===== config.mk =====
export PLATFORM = sky130hd
export DESIGN_NAME = pptlb_lookup
export DESIGN_NICKNAME = d
export VERILOG_FILES = /design/src/rtl/pptlb_pkg.sv /design/src/rtl/pptlb_pair_match.sv /design/src/rtl/pptlb_first_hit.sv /design/src/rtl/pptlb_lookup.sv
export SDC_FILE = /design/constraint.sdc
export NUM_CORES = 2
export LEC_CHECK = 0
export BUFFER_PORTS_ARGS = -buffer_cell sky130_fd_sc_hd__buf_2
export CAP_MARGIN = 20
export CORE_ASPECT_RATIO = 1.75
export CORE_MARGIN = 4
export CORE_UTILIZATION = 43
export DETAILED_ROUTE_END_ITERATION = 8
export GPL_TIMING_DRIVEN = 0
export PLACE_DENSITY = 0.65
export SLEW_MARGIN = 20
export SYNTH_ARGS = -nofsm -noshare
export SYNTH_HDL_FRONTEND = slang
export SYNTH_SLANG_ARGS = --single-unit

===== constraint.sdc =====
create_clock -name clk -period 5.45 [get_ports clk]
set_input_delay 1.09 -clock clk [delete_from_list [all_inputs] [get_ports clk]]
set_output_delay 1.09 -clock clk [all_outputs]
set_load 0.02 [all_outputs]

===== src/rtl/pptlb_pkg.sv =====
package pptlb_pkg;
  localparam int VA_W       = 32;
  localparam int PAGE_SHIFT = 12;
  localparam int PAIR_SHIFT = PAGE_SHIFT + 1;
  localparam int VPN_W      = VA_W - PAIR_SHIFT;
  localparam int MASK_W     = 16;
  localparam int PFN_W      = VA_W - PAGE_SHIFT;
  localparam int ASID_W     = 8;

  typedef enum logic [1:0] {
    RES_HIT      = 2'd0,
    RES_INVALID  = 2'd1,
    RES_MODIFIED = 2'd2,
    RES_MISS     = 2'd3
  } res_code_e;

  typedef struct packed {
    logic [VPN_W-1:0]  vpn;
    logic [ASID_W-1:0] asid;
    logic              glob;
    logic [MASK_W-1:0] pmask;
    logic [PFN_W-1:0]  pfn_even;
    logic [PFN_W-1:0]  pfn_odd;
    logic              v_even;
    logic              v_odd;
    logic              d_even;
    logic              d_odd;
  } tlb_entry_t;

  // Effective pair mask: fixed low 8 KB span plus the programmable size bits.
  function automatic logic [VA_W-1:0] span_mask(input logic [MASK_W-1:0] pm);
    logic [VA_W-1:0] m;
    m = '0;
    m[PAIR_SHIFT-1:0] = '1;
    m[PAIR_SHIFT +: MASK_W] = pm;
    return m;
  endfunction
endpackage


===== src/rtl/pptlb_pair_match.sv =====
module pptlb_pair_match
  import pptlb_pkg::*;
(
  input  tlb_entry_t        ent,
  input  logic [VA_W-1:0]   va,
  input  logic [ASID_W-1:0] asid,
  output logic              hit,
  output logic              half_valid,
  output logic              half_dirty,
  output logic [VA_W-1:0]   pa
);
  logic [VA_W-1:0] m;
  logic [VA_W-1:0] half_m;
  logic [VA_W-1:0] tag_full;
  logic            odd;

  always_comb begin
    m        = span_mask(ent.pmask);
    half_m   = m >> 1;
    tag_full = {ent.vpn, {PAIR_SHIFT{1'b0}}};
    hit      = (ent.glob || (ent.asid == asid)) && ((tag_full & ~m) == (va & ~m));
    odd      = |(va & m & ~half_m);
    half_valid = odd ? ent.v_odd : ent.v_even;
    half_dirty = odd ? ent.d_odd : ent.d_even;
    pa       = {(odd ? ent.pfn_odd : ent.pfn_even), {PAGE_SHIFT{1'b0}}} | (va & half_m);
  end
endmodule


===== src/rtl/pptlb_first_hit.sv =====
module pptlb_first_hit #(
  parameter  int N  = 16,
  localparam int IW = (N > 1) ? $clog2(N) : 1
) (
  input  logic [N-1:0]  hits,
  output logic          any,
  output logic [IW-1:0] idx
);
  always_comb begin
    any = 1'b0;
    idx = '0;
    for (int i = N - 1; i >= 0; i--) begin
      if (hits[i]) begin
        any = 1'b1;
        idx = IW'(i);
      end
    end
  end
endmodule


===== src/rtl/pptlb_lookup.sv =====
module pptlb_lookup
  import pptlb_pkg::*;
#(
  parameter  int ENTRIES = 16,
  localparam int IW      = (ENTRIES > 1) ? $clog2(ENTRIES) : 1
) (
  input  logic              clk,
  input  logic              rst,
  input  logic              wr_en,
  input  logic [IW-1:0]     wr_idx,
  input  logic [VPN_W-1:0]  wr_vpn,
  input  logic [ASID_W-1:0] wr_asid,
  input  logic              wr_global,
  input  logic [MASK_W-1:0] wr_pmask,
  input  logic [PFN_W-1:0]  wr_pfn_even,
  input  logic [PFN_W-1:0]  wr_pfn_odd,
  input  logic              wr_v_even,
  input  logic              wr_v_odd,
  input  logic              wr_d_even,
  input  logic              wr_d_odd,
  input  logic              req_valid,
  input  logic [VA_W-1:0]   req_va,
  input  logic              req_write,
  input  logic [ASID_W-1:0] req_asid,
  output logic              rsp_valid,
  output logic [1:0]        rsp_code,
  output logic [VA_W-1:0]   rsp_pa,
  output logic              rsp_wr_ok
);
  tlb_entry_t      tbl [ENTRIES];
  logic [ENTRIES-1:0] hit_v;
  logic [ENTRIES-1:0] hv_v;
  logic [ENTRIES-1:0] hd_v;
  logic [VA_W-1:0] pa_v [ENTRIES];
  logic            sel_any;
  logic [IW-1:0]   sel_idx;
  res_code_e       nxt_code;
  logic [VA_W-1:0] nxt_pa;
  logic            nxt_ok;

  // Entry storage: indexed write, visible to lookups from the next cycle
  always_ff @(posedge clk) begin
    if (rst) begin
      for (int i = 0; i < ENTRIES; i++) tbl[i] <= '0;
    end else if (wr_en && (int'(wr_idx) < ENTRIES)) begin
      tbl[wr_idx] <= '{vpn: wr_vpn, asid: wr_asid, glob: wr_global, pmask: wr_pmask,
                       pfn_even: wr_pfn_even, pfn_odd: wr_pfn_odd,
                       v_even: wr_v_even, v_odd: wr_v_odd,
                       d_even: wr_d_even, d_odd: wr_d_odd};
    end
  end

  for (genvar g = 0; g < ENTRIES; g++) begin : g_ent
    pptlb_pair_match u_match (
      .ent        (tbl[g]),
      .va         (req_va),
      .asid       (req_asid),
      .hit        (hit_v[g]),
      .half_valid (hv_v[g]),
      .half_dirty (hd_v[g]),
      .pa         (pa_v[g])
    );
  end

  pptlb_first_hit #(.N(ENTRIES)) u_first (
    .hits (hit_v),
    .any  (sel_any),
    .idx  (sel_idx)
  );

  always_comb begin
    nxt_code = RES_MISS;
    nxt_pa   = '0;
    nxt_ok   = 1'b0;
    if (sel_any) begin
      if (!hv_v[sel_idx]) begin
        nxt_code = RES_INVALID;
      end else if (req_write && !hd_v[sel_idx]) begin
        nxt_code = RES_MODIFIED;
      end else begin
        nxt_code = RES_HIT;
        nxt_pa   = pa_v[sel_idx];
        nxt_ok   = hd_v[sel_idx];
      end
    end
  end

  always_ff @(posedge clk) begin
    if (rst) begin
      rsp_valid <= 1'b0;
      rsp_code  <= RES_MISS;
      rsp_pa    <= '0;
      rsp_wr_ok <= 1'b0;
    end else begin
      rsp_valid <= req_valid;
      if (req_valid) begin
        rsp_code  <= nxt_code;
        rsp_pa    <= nxt_pa;
        rsp_wr_ok <= nxt_ok;
      end
    end
  end

  a_r10_rsp_follows_req: assert property (@(posedge clk) disable iff (rst)
    req_valid |=> rsp_valid);
  a_r10_no_stray_rsp: assert property (@(posedge clk) disable iff (rst)
    !req_valid |=> !rsp_valid);
  a_r7_wr_ok_only_hit: assert property (@(posedge clk) disable iff (rst)
    (rsp_valid && rsp_wr_ok) |-> (rsp_code == RES_HIT));
  a_r5_modified_needs_store: assert property (@(posedge clk) disable iff (rst)
    (rsp_valid && rsp_code == RES_MODIFIED) |-> $past(req_write));
  a_r8_fault_zero_pa: assert property (@(posedge clk) disable iff (rst)
    (rsp_valid && rsp_code != RES_HIT) |-> (rsp_pa == '0 && !rsp_wr_ok));
endmodule


==> implementation parameters <==
Parameter                              Value

Status
  Result of the run ... finished, violations left
  Violated checks ... setup timing

STA
  Pins over their slew limit ... 0
  Post-layout minimum cycle time ... about 5.6 ns
  Setup repair after global routing missed its margin ... no
  Setup violations, final ... 10
  Max Clock Freq ... about 180 MHz
  Transition time at the pin with the least slew margin ... 1.28 ns
  Period utilization ... 1.04
  Final-report hold violation count ... 0
  Final setup TNS ... -0.780 ns
  Tightest slew margin relative to the limit ... 0.145
  Maximum clock skew at final layout ... 0.0342 ns
  Setup ws final ... -0.197 ns
  Hold WS ... about 0.47 ns

Yosys
  Proportion of netlist area held by the largest area contributor ... 0.603
  Share of synthesized registers carrying an async set or reset ... 0
  Top cells by area in the synthesized netlist ... sky130_fd_sc_hd__edfxtp_1 (60%), sky130_fd_sc_hd__and2_1 (13%), sky130_fd_sc_hd__xnor2_1 (4.1%), sky130_fd_sc_hd__mux2i_1 (3.8%), sky130_fd_sc_hd__mux2_2 (2.8%)
  Count of unique library cells instantiated by Yosys ... 85
  Fraction of the mapped netlist area in simple logic gates ... 0.168
  Top cells by instance count after synthesis ... sky130_fd_sc_hd__and2_1 (1,410), sky130_fd_sc_hd__edfxtp_1 (1,408), sky130_fd_sc_hd__xnor2_1 (332)
  Share of the synthesized area in compound gates (AO/OA/AOI/OAI) ... 0.0660
  Register bit count reported by yosys ... 1,444
  Sequential area share after synthesis ... 0.613
  Most common cell in the synthesized netlist ... sky130_fd_sc_hd__and2_1
  Main flop type after synthesis ... sky130_fd_sc_hd__edfxtp_1
  Portion of netlist area occupied by mux cells ... 0.0689
  Syn Std Cell Area ... 70,200 um^2
  Dominant combinational cell family by area after synthesis ... simple AND/OR/NAND/NOR gates
  Xor and xnor fraction of the mapped netlist area ... 0.0539
  Post-synthesis share of cell area spent on full adders, half adders and majority gates ... 0
  Gate Count Post-Synth ... 5,472
  Number of enable-type register cells in the synthesized netlist ... 1,408
  Count of warnings emitted by yosys ... 0
  Top cell type by total area after synthesis ... sky130_fd_sc_hd__edfxtp_1
  Syn Area/Cell ... 12.8 um^2
  Mapped Nets ... 5,609

Clocking
  TritonCTS clock tree ... built
  Clock input transition at the sequential cells of the worst setup and hold paths ... roughly 0.06 ns
  Clock H-tree levels ... 4
  Clk sink count ... 1,444
  Clk buf depth ... 4
  Clock buffers created by TritonCTS ... 147
  Clock Root Buffer ... sky130_fd_sc_hd__clkbuf_16
  Clock latency on the worst-skew pair ... just over 0.8 ns

Job
  Max-capacitance violation count ... 0

Place
  Sum of net half-perimeters after detailed placement ... 226,000 um
  Routability congestion estimate from global placement ... 1.05
  Placed Instances ... 7,807
  Worst slack after detailed placement ... -2.66 ns
  Standard cell area after detailed placement ... 74,200 um^2
  Number of input and output port buffers inserted ... 145

Global route
  Largest net degree at the start of global routing ... 57
  Total overflow reported by the global router ... 0
  Wire length of the first global-routing pass ... around 380,000 um
  Aggregate global-route resource usage ... 0.330
  Number of antenna violations at the first check in global routing ... 24
  Number of global-route vias before repair ... between 40,000 and 50,000

Setup path
  WP data required ... 6.21 ns
  Biggest fanout along the worst timing path ... 10
  Category of the worst setup path capture point ... flip-flop
  Arrival time reported for the critical path endpoint ... 6.41 ns
  CP Class ... input pin to flip-flop
  Worst setup SP type ... input pin

Die
  Vertical die dimension ... 542 um
  Number of top-level pins ... 173
  Initial cell density of the core ... 0.434
  FP Rows ... around 200
  Placeable core region ... 162,000 um^2
  Die W ... 313 um
  Area of the die ... 170,000 um^2

Power
  Total power divided by cell area ... 329 nW/um^2
  Peak VDD IR ... between 0.2 and 0.25 mV
  Leak pwr ... between 20 and 30 nW

Layout
  Post-route standard cell area excluding fillers ... 79,500 um^2
  Filler Cells Inserted ... 14,200
  Layout overhead on the synthesized area ... 13.3%
  Post-layout instance count excluding filler cells ... ~8,100
  Number of nets in the final layout ... 5,933
  Proportion of layout cells with a drive suffix above 1 ... 0.138

Drt
  Violation count after the first detailed-route iteration ... 5,448
  Total wire length ... 286,000 um
  Mean number of vias per cell ... 5.95
  First drt pass iteration count ... 8
  DR DRC count ... 0
  Remaining number of nets flagged by the antenna check after routing ... 0
  Routed wire length per instance ... 35.4 um
  Via count ... roughly 48,000

Min path
  Min-Delay Path Class ... flip-flop to flip-flop
-- state kept, by name, indices dropped and copies added, names as in the netlist --
register,count
tbl,1408
rsp_valid,1
rsp_code,2
rsp_pa,32
rsp_wr_ok,1
-- area by class of cell --
type	count	area, um^2	share of cell area
Buffer	432	2230	0.0281
Sequential cell	1444	43000	0.541
Clock buffer	177	3850	0.0485
Timing Repair Buffer	176	1330	0.0168
Inverter	14	52.6	0.000661
Clock inverter	70	766	0.00964
Multi-Input combinational cell	3581	25500	0.320
Antenna cell	23	57.6	0.000724
Tap cell	2167	2710	0.0341
-- path summary, 6_finish.rpt --
check	from	to	slack, ns	cells after the start
worst max-delay path	req_va[28]	rsp_pa[12]$_SDFFE_PP0P_	-0.20	16
worst min-delay path	rsp_pa[0]$_SDFFE_PP0P_	rsp_pa[0]$_SDFFE_PP0P_	0.47	1
worst max register to register	tbl[8][59]$_SDFFCE_PN0P_	rsp_pa[13]$_SDFFE_PP0P_	0.05	14
worst min register to register	rsp_pa[0]$_SDFFE_PP0P_	rsp_pa[0]$_SDFFE_PP0P_	0.47	1
-- layer usage --
layer  part of all wire  track usage  vias to the layer above
met5            0.00035            0                        -
met4               0.12        0.328                       16
met3              0.074       0.0524                     1104
met2               0.49        0.568                     2848
met1               0.31        0.333                    23700
li1                   -            -                    20400
-- cell usage in the layout, fill, tap and decap left out, types with 21 or more instances in the layout --
| master | Yosys | routed |
|---|---|---|
| sky130_fd_sc_hd__clkinv_2 | 0 | 21 |
| sky130_fd_sc_hd__a22o_1 | 35 | 35 |
| sky130_fd_sc_hd__nor4_1 | 49 | 47 |
| sky130_fd_sc_hd__clkbuf_1 | 306 | 310 |
| sky130_fd_sc_hd__nand3_1 | 57 | 57 |
| sky130_fd_sc_hd__clkinv_1 | 1 | 23 |
| sky130_fd_sc_hd__o22ai_1 | 244 | 244 |
| sky130_fd_sc_hd__nand4_1 | 32 | 32 |
| sky130_fd_sc_hd__dfxtp_1 | 36 | 36 |
| sky130_fd_sc_hd__edfxtp_1 | 1408 | 1408 |
| sky130_fd_sc_hd__a221o_1 | 28 | 28 |
| sky130_fd_sc_hd__buf_6 | 13 | 21 |
| sky130_fd_sc_hd__xnor2_1 | 332 | 332 |
| sky130_fd_sc_hd__nor2_1 | 88 | 82 |
| sky130_fd_sc_hd__xor2_1 | 100 | 100 |
| sky130_fd_sc_hd__o21ai_0 | 43 | 23 |
| sky130_fd_sc_hd__mux2_2 | 177 | 177 |
| sky130_fd_sc_hd__buf_4 | 18 | 56 |
| sky130_fd_sc_hd__clkbuf_16 | 0 | 150 |
| sky130_fd_sc_hd__nor3_1 | 35 | 31 |
| sky130_fd_sc_hd__a211oi_1 | 100 | 100 |
| sky130_fd_sc_hd__buf_2 | 58 | 182 |
| sky130_fd_sc_hd__diode_2 | 0 | 23 |
| sky130_fd_sc_hd__nand2_1 | 329 | 329 |
| sky130_fd_sc_hd__and2_1 | 1410 | 1410 |
| sky130_fd_sc_hd__a311oi_1 | 33 | 32 |
| sky130_fd_sc_hd__mux2i_1 | 265 | 255 |
| sky130_fd_sc_hd__a21oi_1 | 40 | 29 |
-- worst max-delay path, cell delays in order --
cell and delay (ns):
sky130_fd_sc_hd__buf_6 0.21, sky130_fd_sc_hd__buf_6 0.26, sky130_fd_sc_hd__xnor2_1 0.11, sky130_fd_sc_hd__o22ai_1 0.40, sky130_fd_sc_hd__nor4_4 0.13, sky130_fd_sc_hd__and2_2 0.22
sky130_fd_sc_hd__a31oi_1 0.58, sky130_fd_sc_hd__a311oi_2 0.40, sky130_fd_sc_hd__o21ai_2 0.47, sky130_fd_sc_hd__buf_4 0.39, sky130_fd_sc_hd__clkbuf_4 0.41, sky130_fd_sc_hd__mux2i_1 0.22
sky130_fd_sc_hd__o211ai_1 0.64, sky130_fd_sc_hd__o2111ai_1 0.24, sky130_fd_sc_hd__a221oi_2 0.38, sky130_fd_sc_hd__a22o_1 0.18
-- logic make-up (layout without fill, tap and decap cells) --
kind of cell    after synthesis  after routing
mux                         450            450
compound gates              643            643
other cells                   0             23
buf+inv                     447            869
flops                      1444           1444
simple gates               2056           2056
xor+xnor                    432            432
-- metrics by stage --
stage                     power [mW]   util
after global placement          15.9  0.455
after floorplan                 14.6      -
after global routing            26.7  0.491
after CTS                       26.1  0.490
after detailed placement        16.0  0.459
final                           26.1  0.491
-- report_power, final --
group | internal [mW] | switching [mW]
combinational | 0.860 | 1.81
clock | 5.79 | 4.45
sequential | 12.8 | 0.436
-- timing repair --
item | CTS | global route
buffers inserted | 7 | 0
setup endpoints to repair | 34 | 14
pin swaps | 9 | 4
hold buffers | 0 | 0
cloned | 0 | 0
resized for setup | 127 | 19
(Power assumes the default switching activity.)
